==> config.mk <==
export PLATFORM = sky130hd
export DESIGN_NAME = capture_fifo_channel
export DESIGN_NICKNAME = d
export VERILOG_FILES = /design/src/rtl/capchan_pkg.sv /design/src/rtl/cap_sync_edge.sv /design/src/rtl/cap_event_decode.sv /design/src/rtl/cap_store.sv /design/src/rtl/capture_fifo_channel.sv
export SDC_FILE = /design/constraint.sdc
export NUM_CORES = 1
export LEC_CHECK = 0
export BUFFER_PORTS_ARGS = -buffer_cell sky130_fd_sc_hd__buf_2
export CELL_PAD_IN_SITES_DETAIL_PLACEMENT = 0
export CELL_PAD_IN_SITES_GLOBAL_PLACEMENT = 2
export CORE_AREA = 2 2 71 90
export CTS_CLUSTER_DIAMETER = 60
export CTS_CLUSTER_SIZE = 25
export DETAILED_ROUTE_END_ITERATION = 10
export DIE_AREA = 0 0 73 92
export GPL_ROUTABILITY_DRIVEN = 0
export GPL_TIMING_DRIVEN = 0
export PLACE_DENSITY_LB_ADDON = 0.1
export SYNTH_ARGS = -nofsm -noshare
export SYNTH_HDL_FRONTEND = slang
export SYNTH_SLANG_ARGS = --single-unit
==> constraint.sdc <==
create_clock -name clk -period 2.5 [get_ports clk]
set_input_delay 0.5 -clock clk [delete_from_list [all_inputs] [get_ports clk]]
set_output_delay 0.5 -clock clk [all_outputs]
set_load 0.01 [all_outputs]
==> src/rtl/capchan_pkg.sv <==
package capchan_pkg;

  typedef enum logic [1:0] {
    EDG_RISE = 2'b00,
    EDG_FALL = 2'b01,
    EDG_BOTH = 2'b10,
    EDG_NONE = 2'b11
  } edge_sel_e;

  typedef enum logic [1:0] {
    CM_NORMAL = 2'b00,
    CM_PERIOD = 2'b01,
    CM_PULSE  = 2'b10,
    CM_OFF    = 2'b11
  } cap_mode_e;

  typedef struct packed {
    logic store;
    logic zero;
  } cap_act_t;

  // Does the detected edge match the selected edge kind?
  function automatic logic edge_hit(input edge_sel_e sel, input logic rise, input logic fall);
    case (sel)
      EDG_RISE: return rise;
      EDG_FALL: return fall;
      EDG_BOTH: return rise | fall;
      default:  return 1'b0;
    endcase
  endfunction

  // Map mode, edge selection and detected edges onto store / counter-zero actions.
  function automatic cap_act_t decode_action(input cap_mode_e mode, input edge_sel_e sel,
                                             input logic rise, input logic fall, input logic en);
    cap_act_t a;
    a = '0;
    if (en) begin
      case (mode)
        CM_NORMAL: a.store = edge_hit(sel, rise, fall);
        CM_PERIOD: begin a.store = rise; a.zero = rise; end
        CM_PULSE:  begin a.store = fall; a.zero = rise; end
        default:   a = '0;
      endcase
    end
    return a;
  endfunction

endpackage

==> src/rtl/cap_sync_edge.sv <==
module cap_sync_edge #(
  parameter int SYNC_STAGES = 2
) (
  input  logic clk,
  input  logic rst_n,
  input  logic pin_i,
  output logic rise_o,
  output logic fall_o
);
  localparam int LAST = SYNC_STAGES;

  // Index 0..SYNC_STAGES-1 is the synchronizer, index SYNC_STAGES holds the previous value.
  logic [LAST:0] chain_q;

  always_ff @(posedge clk or negedge rst_n) begin
    if (!rst_n) chain_q <= '0;
    else        chain_q <= {chain_q[LAST-1:0], pin_i};
  end

  assign rise_o =  chain_q[LAST-1] & ~chain_q[LAST];
  assign fall_o = ~chain_q[LAST-1] &  chain_q[LAST];
endmodule

==> src/rtl/cap_event_decode.sv <==
module cap_event_decode
  import capchan_pkg::*;
(
  input  logic       rise_i,
  input  logic       fall_i,
  input  logic       en_i,
  input  logic [1:0] mode_i,
  input  logic [1:0] sel_i,
  output logic       store_o,
  output logic       zero_o
);
  cap_act_t act;

  always_comb begin
    act     = decode_action(cap_mode_e'(mode_i), edge_sel_e'(sel_i), rise_i, fall_i, en_i);
    store_o = act.store;
    zero_o  = act.zero;
  end
endmodule

==> src/rtl/cap_store.sv <==
module cap_store #(
  parameter int CNT_W = 16
) (
  input  logic             clk,
  input  logic             rst_n,
  input  logic             store_i,
  input  logic [CNT_W-1:0] count_i,
  input  logic             rd_pri_i,
  input  logic             rd_sec_i,
  input  logic             err_clr_i,
  output logic [CNT_W-1:0] pri_o,
  output logic [CNT_W-1:0] sec_o,
  output logic             evt_o,
  output logic             bv_o,
  output logic             err_o,
  output logic             drop_o
);
  logic [CNT_W-1:0] pri_q, sec_q, pri_d, sec_d;
  logic             evt_q, bv_q, err_q, evt_d, bv_d, err_d;
  logic             evt_r, bv_r;

  always_comb begin
    pri_d = pri_q;
    sec_d = sec_q;
    evt_r = evt_q;
    bv_r  = bv_q;
    // Reads are applied first.
    if (rd_pri_i) begin
      if (bv_q) begin
        pri_d = sec_q;
        bv_r  = 1'b0;
      end else begin
        evt_r = 1'b0;
      end
    end
    if (rd_sec_i) bv_r = 1'b0;
    // Then the incoming sample fills the first free entry.
    drop_o = store_i & evt_r & bv_r;
    evt_d  = evt_r;
    bv_d   = bv_r;
    if (store_i && !evt_r) begin
      pri_d = count_i;
      evt_d = 1'b1;
    end else if (store_i && !bv_r) begin
      sec_d = count_i;
      bv_d  = 1'b1;
    end
    err_d = drop_o ? 1'b1 : (err_clr_i ? 1'b0 : err_q);
  end

  always_ff @(posedge clk or negedge rst_n) begin
    if (!rst_n) begin
      pri_q <= '0;
      sec_q <= '0;
      evt_q <= 1'b0;
      bv_q  <= 1'b0;
      err_q <= 1'b0;
    end else begin
      pri_q <= pri_d;
      sec_q <= sec_d;
      evt_q <= evt_d;
      bv_q  <= bv_d;
      err_q <= err_d;
    end
  end

  assign pri_o = pri_q;
  assign sec_o = sec_q;
  assign evt_o = evt_q;
  assign bv_o  = bv_q;
  assign err_o = err_q;
endmodule

==> src/rtl/capture_fifo_channel.sv <==
module capture_fifo_channel #(
  parameter int CNT_W       = 16,
  parameter int SYNC_STAGES = 2
) (
  input  logic             clk,
  input  logic             rst_n,
  input  logic             cap_pin_i,
  input  logic [CNT_W-1:0] count_i,
  input  logic             chan_en_i,
  input  logic [1:0]       cap_mode_i,
  input  logic [1:0]       edge_sel_i,
  input  logic             rd_primary_i,
  input  logic             rd_secondary_i,
  input  logic             err_clr_i,
  output logic [CNT_W-1:0] primary_o,
  output logic [CNT_W-1:0] secondary_o,
  output logic             evt_flag_o,
  output logic             bv_flag_o,
  output logic             err_flag_o,
  output logic             cnt_zero_req_o
);
  // Named internal events, brought out for the checker.
  logic pin_rise, pin_fall;
  logic cap_store_stb;
  logic fifo_drop;

  cap_sync_edge #(.SYNC_STAGES(SYNC_STAGES)) u_sync (
    .clk    (clk),
    .rst_n  (rst_n),
    .pin_i  (cap_pin_i),
    .rise_o (pin_rise),
    .fall_o (pin_fall)
  );

  cap_event_decode u_dec (
    .rise_i  (pin_rise),
    .fall_i  (pin_fall),
    .en_i    (chan_en_i),
    .mode_i  (cap_mode_i),
    .sel_i   (edge_sel_i),
    .store_o (cap_store_stb),
    .zero_o  (cnt_zero_req_o)
  );

  cap_store #(.CNT_W(CNT_W)) u_store (
    .clk       (clk),
    .rst_n     (rst_n),
    .store_i   (cap_store_stb),
    .count_i   (count_i),
    .rd_pri_i  (rd_primary_i),
    .rd_sec_i  (rd_secondary_i),
    .err_clr_i (err_clr_i),
    .pri_o     (primary_o),
    .sec_o     (secondary_o),
    .evt_o     (evt_flag_o),
    .bv_o      (bv_flag_o),
    .err_o     (err_flag_o),
    .drop_o    (fifo_drop)
  );
endmodule

# == Yosys cells after proc, flatten, opt, wreduce, memory -nomap -nowiden ==
# Index checks and enable logic that the tools add are counted.
# word_totals
register_bits,38
# op_classes
reduce_logical,12
n_bitwise,8
mux,16
n_eq_ne,4
# ops
cell,count
$mux 16,3
$mux 1,10
$pmux 1 s3,2
$reduce_bool 2->1,3
$and 1x1->1,4
$eq 2x1->1 const B,2
$eq 2x2->1 const B,2
$logic_not 2->1,2
$reduce_and 2->1,2
$not 1->1,3
$logic_and 1x1->1,2
$logic_not 1->1,2
$mux 2,1
$reduce_or 2->1,1
$or 1x1->1,1

# == Logic depth before layout (Yosys ltp) ==
# Gate-level depths: netlist of run 1.
# logic_depth
word_depth,9
depth_mapped,8

# == Cells and area by module ==
# A second synthesis of run 1 with hierarchy kept.
# unflattened
cells_unflattened,117
area_unflattened_um2,1759.2
# modules_own_cells
module,seq_area_each_um2,n_inst,cells_per_inst,area_each_um2
cap_store,875.8,1,98,1561.5
cap_event_decode,0.0,1,14,107.6
cap_sync_edge,75.1,1,5,90.1

# == Worst setup path after synthesis of run 1 ==
# OpenSTA, ideal clock, no wires.
# synth_path
path_kind,register to register
start,register u_sync.chain_q[1]
end,"register u_store.sec_q[10], in the netlist u_store.sec_o[10]"
path_stages_with_launch,9
synth_period_minus_slack_ns,2.045
path_slack_ns,0.455
path_buffers,1
setup_ns,0.125
t_arrival_ns,1.919
t_required_ns,2.375
cell_sequence,dfrtp_1 > inv_1 > ha_1 > and2b_1 > o21ai_2 > a31o_4 > nor3_4 > buf_12 > mux2_4
# synth_via
elab_chain_cells,9
# synth_rtl
item,line,source
"start, declared",cap_sync_edge.sv:13,logic [LAST:0] chain_q;
"start signal, assigned",cap_sync_edge.sv:17,"else chain_q <= {chain_q[LAST-1:0], pin_i};"
$not 1->1,cap_sync_edge.sv:21,assign fall_o = ~chain_q[LAST-1] & chain_q[LAST];
$and 1x1->1,cap_sync_edge.sv:21,
$or 1x1->1,capchan_pkg.sv:27,EDG_BOTH: return rise | fall;
$pmux 1 s3,capchan_pkg.sv:24,case (sel)
$pmux 1 s3 (*),capchan_pkg.sv:38,case (mode)
$mux 2 (*),capchan_pkg.sv:37,if (en) begin
$logic_and 1x1->1,cap_store.sv:41,if (store_i && !evt_r) begin
$not 1->1 (no line),--,
$reduce_and 2->1 (no line) (*),--,
"end signal, assigned",cap_store.sv:54,sec_q <= '0;
"end signal, assigned",cap_store.sv:60,sec_q <= sec_d;
"end, declared",cap_store.sv:18,"logic [CNT_W-1:0] pri_q, sec_q, pri_d, sec_d;"
# Mark *: on every way between the ends. The rest lies on a longest branch, timed or not.
# A chain may end at the register's enable or synchronous reset.

# == Worst setup path in the final report of run 1 ==
# layout_path
start,register u_sync.chain_q[1]
end,"register u_store.sec_q[3], in the netlist u_store.sec_o[3]"
# Same word-level chain as after synthesis.

==> results of run 1 <==
## flip-flops by register name (all words and copies together), names as in the netlist
| signal | flops |
|---|---|
| u_store.bv_o | 1 |
| u_store.pri_o | 16 |
| u_store.err_o | 1 |
| u_store.sec_o | 16 |
| u_store.evt_o | 1 |
| u_sync.chain_q | 3 |
## worst max-delay path by stage
stage	startpoint	endpoint	slack, ns	cells after the start
global route	u_sync.chain_q[1]	u_store.pri_o[8]	0.01	8
CTS	u_sync.chain_q[1]	u_store.sec_o[3]	0.21	8
finish	u_sync.chain_q[1]	u_store.sec_o[3]	0.22	8
global placement	cap_mode_i[0]	u_store.sec_o[10]	0.14	9
detailed placement	cap_mode_i[0]	u_store.sec_o[3]	0.08	9
floorplan	u_sync.chain_q[1]	u_store.sec_o[10]	0.46	8
## worst max-delay path, stage by stage, from the launching register on
cell and delay (ns):
dfrtp_1 0.37, inv_1 0.05, ha_1 0.27, and2b_1 0.20
o21ai_2 0.07, a31o_4 0.26, nor3_4 0.40, buf_12 0.22
mux2_4 0.31
## power groups by stage
stage	sequential, mW	clock (mW)	combinational [mW]
3_5_place_dp	0.813	0	0.396
6_report	0.801	0.641	0.389
4_1_cts	0.802	0.663	0.396
5_1_grt	0.820	0.692	0.425
3_3_place_gp	0.806	0	0.389
2_1_floorplan	0.866	0	0.152
## cell families after synthesis
family          after synthesis
buf+inv                      11
compound gates               24
flops                        38
mux                          32
fa+ha+maj                     6
simple gates                 27
## final cells by class
class | count | area (µm²)
multi-input cells | 89 | 742
clock buffers | 6 | 82.6
repair buffers | 62 | 310
clock inverters | 2 | 60.1
inverters | 6 | 22.5
fillers | 571 | 3680
flip-flops and latches | 38 | 951
plain buffers | 5 | 36.3
well taps | 68 | 85.1
## through the flow
stage	hold WS, ns	setup WS [ns]	std cells	utilization
floorplan	0.204	0.455	138	-
global placement	0.333	0.136	268	0.360
detailed placement	0.336	0.0820	268	0.360
CTS	0.308	0.206	276	0.384
global route	0.313	0.0143	276	0.384
finish	0.315	0.225	276	0.384
## layer usage
metal | vias up | share of wire
met2 | 47 | 0.49
met4 | 0 | 0.018
met5 | - | 0
li1 | 615 | -
met1 | 612 | 0.40
met3 | 5 | 0.090
## layout by cell type, fill, tap and decap left out
cell / n
a21oi_1: 16
a22oi_1: 1
a311o_1: 1
a31o_4: 1
and2b_1: 3
and3_1: 1
buf_12: 1
buf_2: 63
bufinv_16: 2
clkbuf_1: 3
clkbuf_8: 6
dfrtp_1: 38
ha_1: 6
inv_1: 6
mux2_2: 6
mux2_4: 10
mux2i_1: 16
nand2_1: 3
nand2b_1: 1
nand4b_1: 1
nor2_1: 16
nor3_4: 1
nor3b_1: 1
o21a_1: 1
o21ai_0: 1
o21ai_2: 1
o21bai_1: 1
o22ai_1: 1
==> flow_summary_export.csv, run 1 <==
group,metric,value,unit
run_status,status,"finished, final reports clean",
clock_tree,clkSinkCount,38,
global_route,grt_max_degree,39,
clock_tree,cts_buffers,5,
yosys,synth_xor_area_frac,0,
power,p_sw_frac,0.260,
power,power_frac_comb,0.212,
worst_setup_path,critPathMaxFanout,10,
yosys,syn-num-nets,171,
route,dr_total_vias,1279,
global_route,grt_pass1_vias,1281,
global_route,use_met1,0.162,
layout,antennaDiodeCount,0,
clock_tree,root_buffer,"clkbuf_8",
worst_setup_path,crit_type,"reg -> reg",
floorplan,initial_core_util,0.294,
timing,clock_skew,0.00950,ns
yosys,synth_warnings,0,
global_route,use_met2,0.201,
global_route,antenna_found_initial,0,
timing,slew_viol_final,0,
place,dp_hpwl,2870,µm
yosys,muxShareOfSynthArea,0.216,
yosys,ys_types,26,
yosys,synth_compound_gate_area_share,0.0857,
timing,relSlewSlack,0.438,
timing,tns,0,ns
min_path,hold_path_class,"in -> async",
yosys,synth_fa_ha_area_frac,0.0429,
global_route,track_usage,0.130,
route,finalWirelength,4010,µm
yosys,synthArstFlopShare,1.00,
worst_setup_path,r2r_end,"u_store.sec_o[3]",
clock_tree,htree_levels,2,
clock_tree,cts.reportedPaths.clkPinSlew,0.07,ns
global_route,top_usage_layer,"met2",
floorplan,dieWidth,73,µm
worst_setup_path,start_kind,"register",
yosys,synthTopCellsByCount,"38 x dfrtp_1, 16 x a21oi_1, 16 x mux2i_1, 16 x nor2_1, 10 x mux2_4",
floorplan,num_io_pins,63,
clock_tree,cts_resized,0,
yosys,synth_seq_cells,38,
layout,drive_gt1_frac,0.438,
route,drtAntennaViolNets,0,
timing,rsz0062_at_grt,"no",
yosys,synth_ff_type,"dfrtp_1",
power,ir_drop,0.369,mV
global_route,grt_pass1_wl,6490,µm
global_route,use_met3,0.0516,
layout,syn_to_final_growth,30.7,%
floorplan,fp.dieH,92,µm
power,p_seq_frac,0.437,
power,powerDensity,799,mW/mm²
yosys,synthTopCellsByArea,"dfrtp_1 54%, mux2i_1 9.1%, mux2_4 8.6%",
yosys,synthSimpleGateAreaFrac,0.0793,
layout,fin_area,0.00229,mm²
clock_tree,cts_tree,"done",
timing,period_needed,2.28,ns
floorplan,rows,32,
yosys,syn_area,0.00175,mm²
clock_tree,clockBufferDepth,2,
layout,nets,240,
timing,worst_pin_slew,0.844,ns
route,first_pass_iters,4,
route,drc,0,
worst_setup_path,worst_setup_path_end_kind,"register",
yosys,synth_top_family_by_area,"multiplexers",
power,netSwitchingPower,0.476,mW
timing,fin_crit_sh,0.910,
yosys,yosysMostFrequentCell,"dfrtp_1",
route,avgRoutedWirePerCell,14.5,µm
worst_setup_path,reg2regPathDepth,8,
power,power,1.83,mW
power,p_leak,1.27,nW
place,placed_area,0.00215,mm²
yosys,synth-edff-count,0,
power,p_clk_frac,0.350,
route,via_per_inst,4.63,
clock_tree,clock_latency,0.29,ns
yosys,synth.avg_cell_area,12.7,µm²
timing,setup_viol,0,
timing,hold_violations,0,
place,io_buffers,62,
power,p_int,1.35,mW
route,drt_iter0_markers,21,
yosys,yosys.area.top_type,"dfrtp_1",
worst_setup_path,cp_data_arrival_time,2.45,ns
global_route,overflow,0,
flow_run,cap_violations,0,
yosys,synth_top_area_share,0.543,
worst_setup_path,reg2reg_setup_slack,0.22,ns
worst_setup_path,critPathRequiredTime,2.67,ns
floorplan,die_area,0.00672,mm²
floorplan,core_area,0.00597,mm²
yosys,synth_cells,138,
timing,fmax,440,MHz
clock_tree,cts_hold_buf,0,
clock_tree,cts_setup_buffers,0,
yosys,yosysSeqAreaShare,0.543,
worst_setup_path,r2r_start,"u_sync.chain_q[1]",
Note: power is estimated with default switching activity, not from simulation.
==> run 2: changes to the inputs <==
CORE_AREA = 2 2 74 94   (was 2 2 71 90)
DIE_AREA = 0 0 76 96   (was 0 0 73 92)
clock period = 2 ns   (was 2.5 ns; I/O delays follow)
==> run 2 against run 1 <==
Net effect: clock skew decreased by 0.0040 ns; worst hold slack got worse by 0.094 ns; global-route usage decreased by 1.0 points; utilization decreased by 1.4 points; sequential share of layout area decreased by 1.4 points; critical path depth increased by 1; critical endpoint is now u_store.sec_o[10]; largest cell class unchanged; largest power group unchanged.
==> flow_summary_export.csv, run 2 (same netlist as run 1, synthesis figures left out) <==
group,metric,value,unit
run_status,status,"finished, final reports clean",
floorplan,rows,33,
clock_tree,cts_hold_buf,0,
layout,nets,246,
clock_tree,cts_tree,"done",
clock_tree,cts.reportedPaths.clkPinSlew,0.07,ns
timing,clock_skew,0.00549,ns
layout,antennaDiodeCount,0,
worst_setup_path,cp_data_arrival_time,2.17,ns
timing,setup_slack,0.000462,ns
worst_setup_path,r2r_start,"u_sync.chain_q[1]",
global_route,grt_pass1_vias,1341,
clock_tree,root_buffer,"clkbuf_8",
global_route,top_usage_layer,"met2",
worst_setup_path,worst_setup_path_end_kind,"register",
floorplan,initial_core_util,0.274,
route,via_per_inst,4.44,
timing,relSlewSlack,0.435,
worst_setup_path,r2r_end,"u_store.sec_o[10]",
clock_tree,clkSinkCount,38,
floorplan,num_io_pins,63,
route,drt_iter0_markers,30,
timing,hold_violations,0,
global_route,use_met1,0.132,
timing,setup_viol,0,
layout,mostFrequentLayoutCells,"63 x buf_2, 38 x dfrtp_1",
route,drc,0,
floorplan,die_area,0.00730,mm²
timing,worst_pin_slew,0.848,ns
global_route,use_met3,0.0328,
min_path,hold_path_class,"in -> async",
route,avgRoutedWirePerCell,14.2,µm
flow_run,cap_violations,0,
timing,whs,0.221,ns
power,ir_drop,0.356,mV
timing,period_needed,2.00,ns
layout,drive_gt1_frac,0.467,
route,first_pass_iters,3,
worst_setup_path,critPathRequiredTime,2.17,ns
layout,utilization,0.370,
clock_tree,clockBufferDepth,2,
worst_setup_path,reg2regPathDepth,9,
layout,num-fill-cells,661,
timing,tns,0,ns
floorplan,dieWidth,76,µm
global_route,track_usage,0.119,
worst_setup_path,critPathMaxFanout,5,
worst_setup_path,crit_type,"reg -> reg",
global_route,use_met2,0.221,
global_route,grt_pass1_wl,6680,µm
route,drtAntennaViolNets,0,
layout,syn_to_final_growth,35.1,%
worst_setup_path,reg2reg_setup_slack,0.0005,ns
worst_setup_path,start_kind,"register",
floorplan,core_area,0.00640,mm²
power,powerDensity,864,mW/mm²
global_route,antenna_found_initial,0,
power,p_leak,1.30,nW
layout,final_common_cell,"buf_2",
timing,rsz0062_at_grt,"yes",
timing,slew_viol_final,0,
route,dr_total_vias,1337,
power,power,2.05,mW
clock_tree,clock_latency,0.29,ns
place,dp_hpwl,3080,µm
clock_tree,cts_buffers,5,
route,finalWirelength,4290,µm
place,dpl_worst_slack,-0.293,ns
place,io_buffers,62,
clock_tree,htree_levels,2,
floorplan,fp.dieH,96,µm
global_route,overflow,0,
timing,fin_crit_sh,1.00,
global_route,grt_max_degree,39,
timing,fmax,500,MHz
-- run 2: where the power goes --
part | switching (mW) | internal [mW] | leakage (nW)
clock | 0.260 | 0.278 | 0.0482
sequential | 0.0884 | 0.916 | 0.474
combinational | 0.245 | 0.259 | 0.777
-- run 2: layer usage --
layer / part of all wire / wire [µm]
met2: 0.51 / 2200
met4: 0.016 / 67
met1: 0.41 / 1770
met3: 0.058 / 250
met5: 0 / 0
-- run 2: area by class of cell --
type | count | area [µm²] | area share
buffer | 5 | 47.5 | 0.0201
clock buffer | 7 | 86.3 | 0.0365
clock inverter | 1 | 5.00 | 0.00211
inverter | 6 | 22.5 | 0.00951
multi-input combinational | 89 | 767 | 0.324
sequential | 38 | 951 | 0.402
tap | 87 | 109 | 0.0460
timing repair buffer | 68 | 379 | 0.160
-- run 2: worst max path at each step --
stage | slack [ns] | from | to | depth (start not counted)
4_1_cts | -0.07 | u_sync.chain_q[1] | u_store.sec_o[10] | 9
5_1_grt | -0.08 | u_sync.chain_q[1] | u_store.sec_o[10] | 9
3_3_place_gp | -0.28 | u_sync.chain_q[1] | u_store.sec_o[11] | 8
6_report | 0.0005 | u_sync.chain_q[1] | u_store.sec_o[10] | 9
2_1_floorplan | -0.04 | u_sync.chain_q[1] | u_store.sec_o[10] | 8
3_5_place_dp | -0.29 | u_sync.chain_q[1] | u_store.sec_o[7] | 8
-- run 2: critical path, cell delays in order, from the launching register on --
cell and delay (ns):
dfrtp_1 0.35, inv_1 0.04, ha_1 0.27, and2b_1 0.20
o21ai_2 0.07, a31o_4 0.24, nor3_4 0.13, buf_6 0.15
buf_12 0.12, mux2_4 0.29
-- run 2: per-stage QoR --
stage	std cells	area, µm²
after floorplan	138	1750
after global placement	287	2170
after detailed placement	287	2170
after CTS	300	2340
after global routing	301	2370
final	301	2370
-- run 2: timing repair --
| action | CTS | global route |
|---|---|---|
| endpoints found under the setup margin | 32 | 32 |
| gates cloned | 1 | 0 |
| buffers inserted | 5 | 2 |
| pin swaps | 3 | 1 |
| gates resized for setup | 9 | 8 |
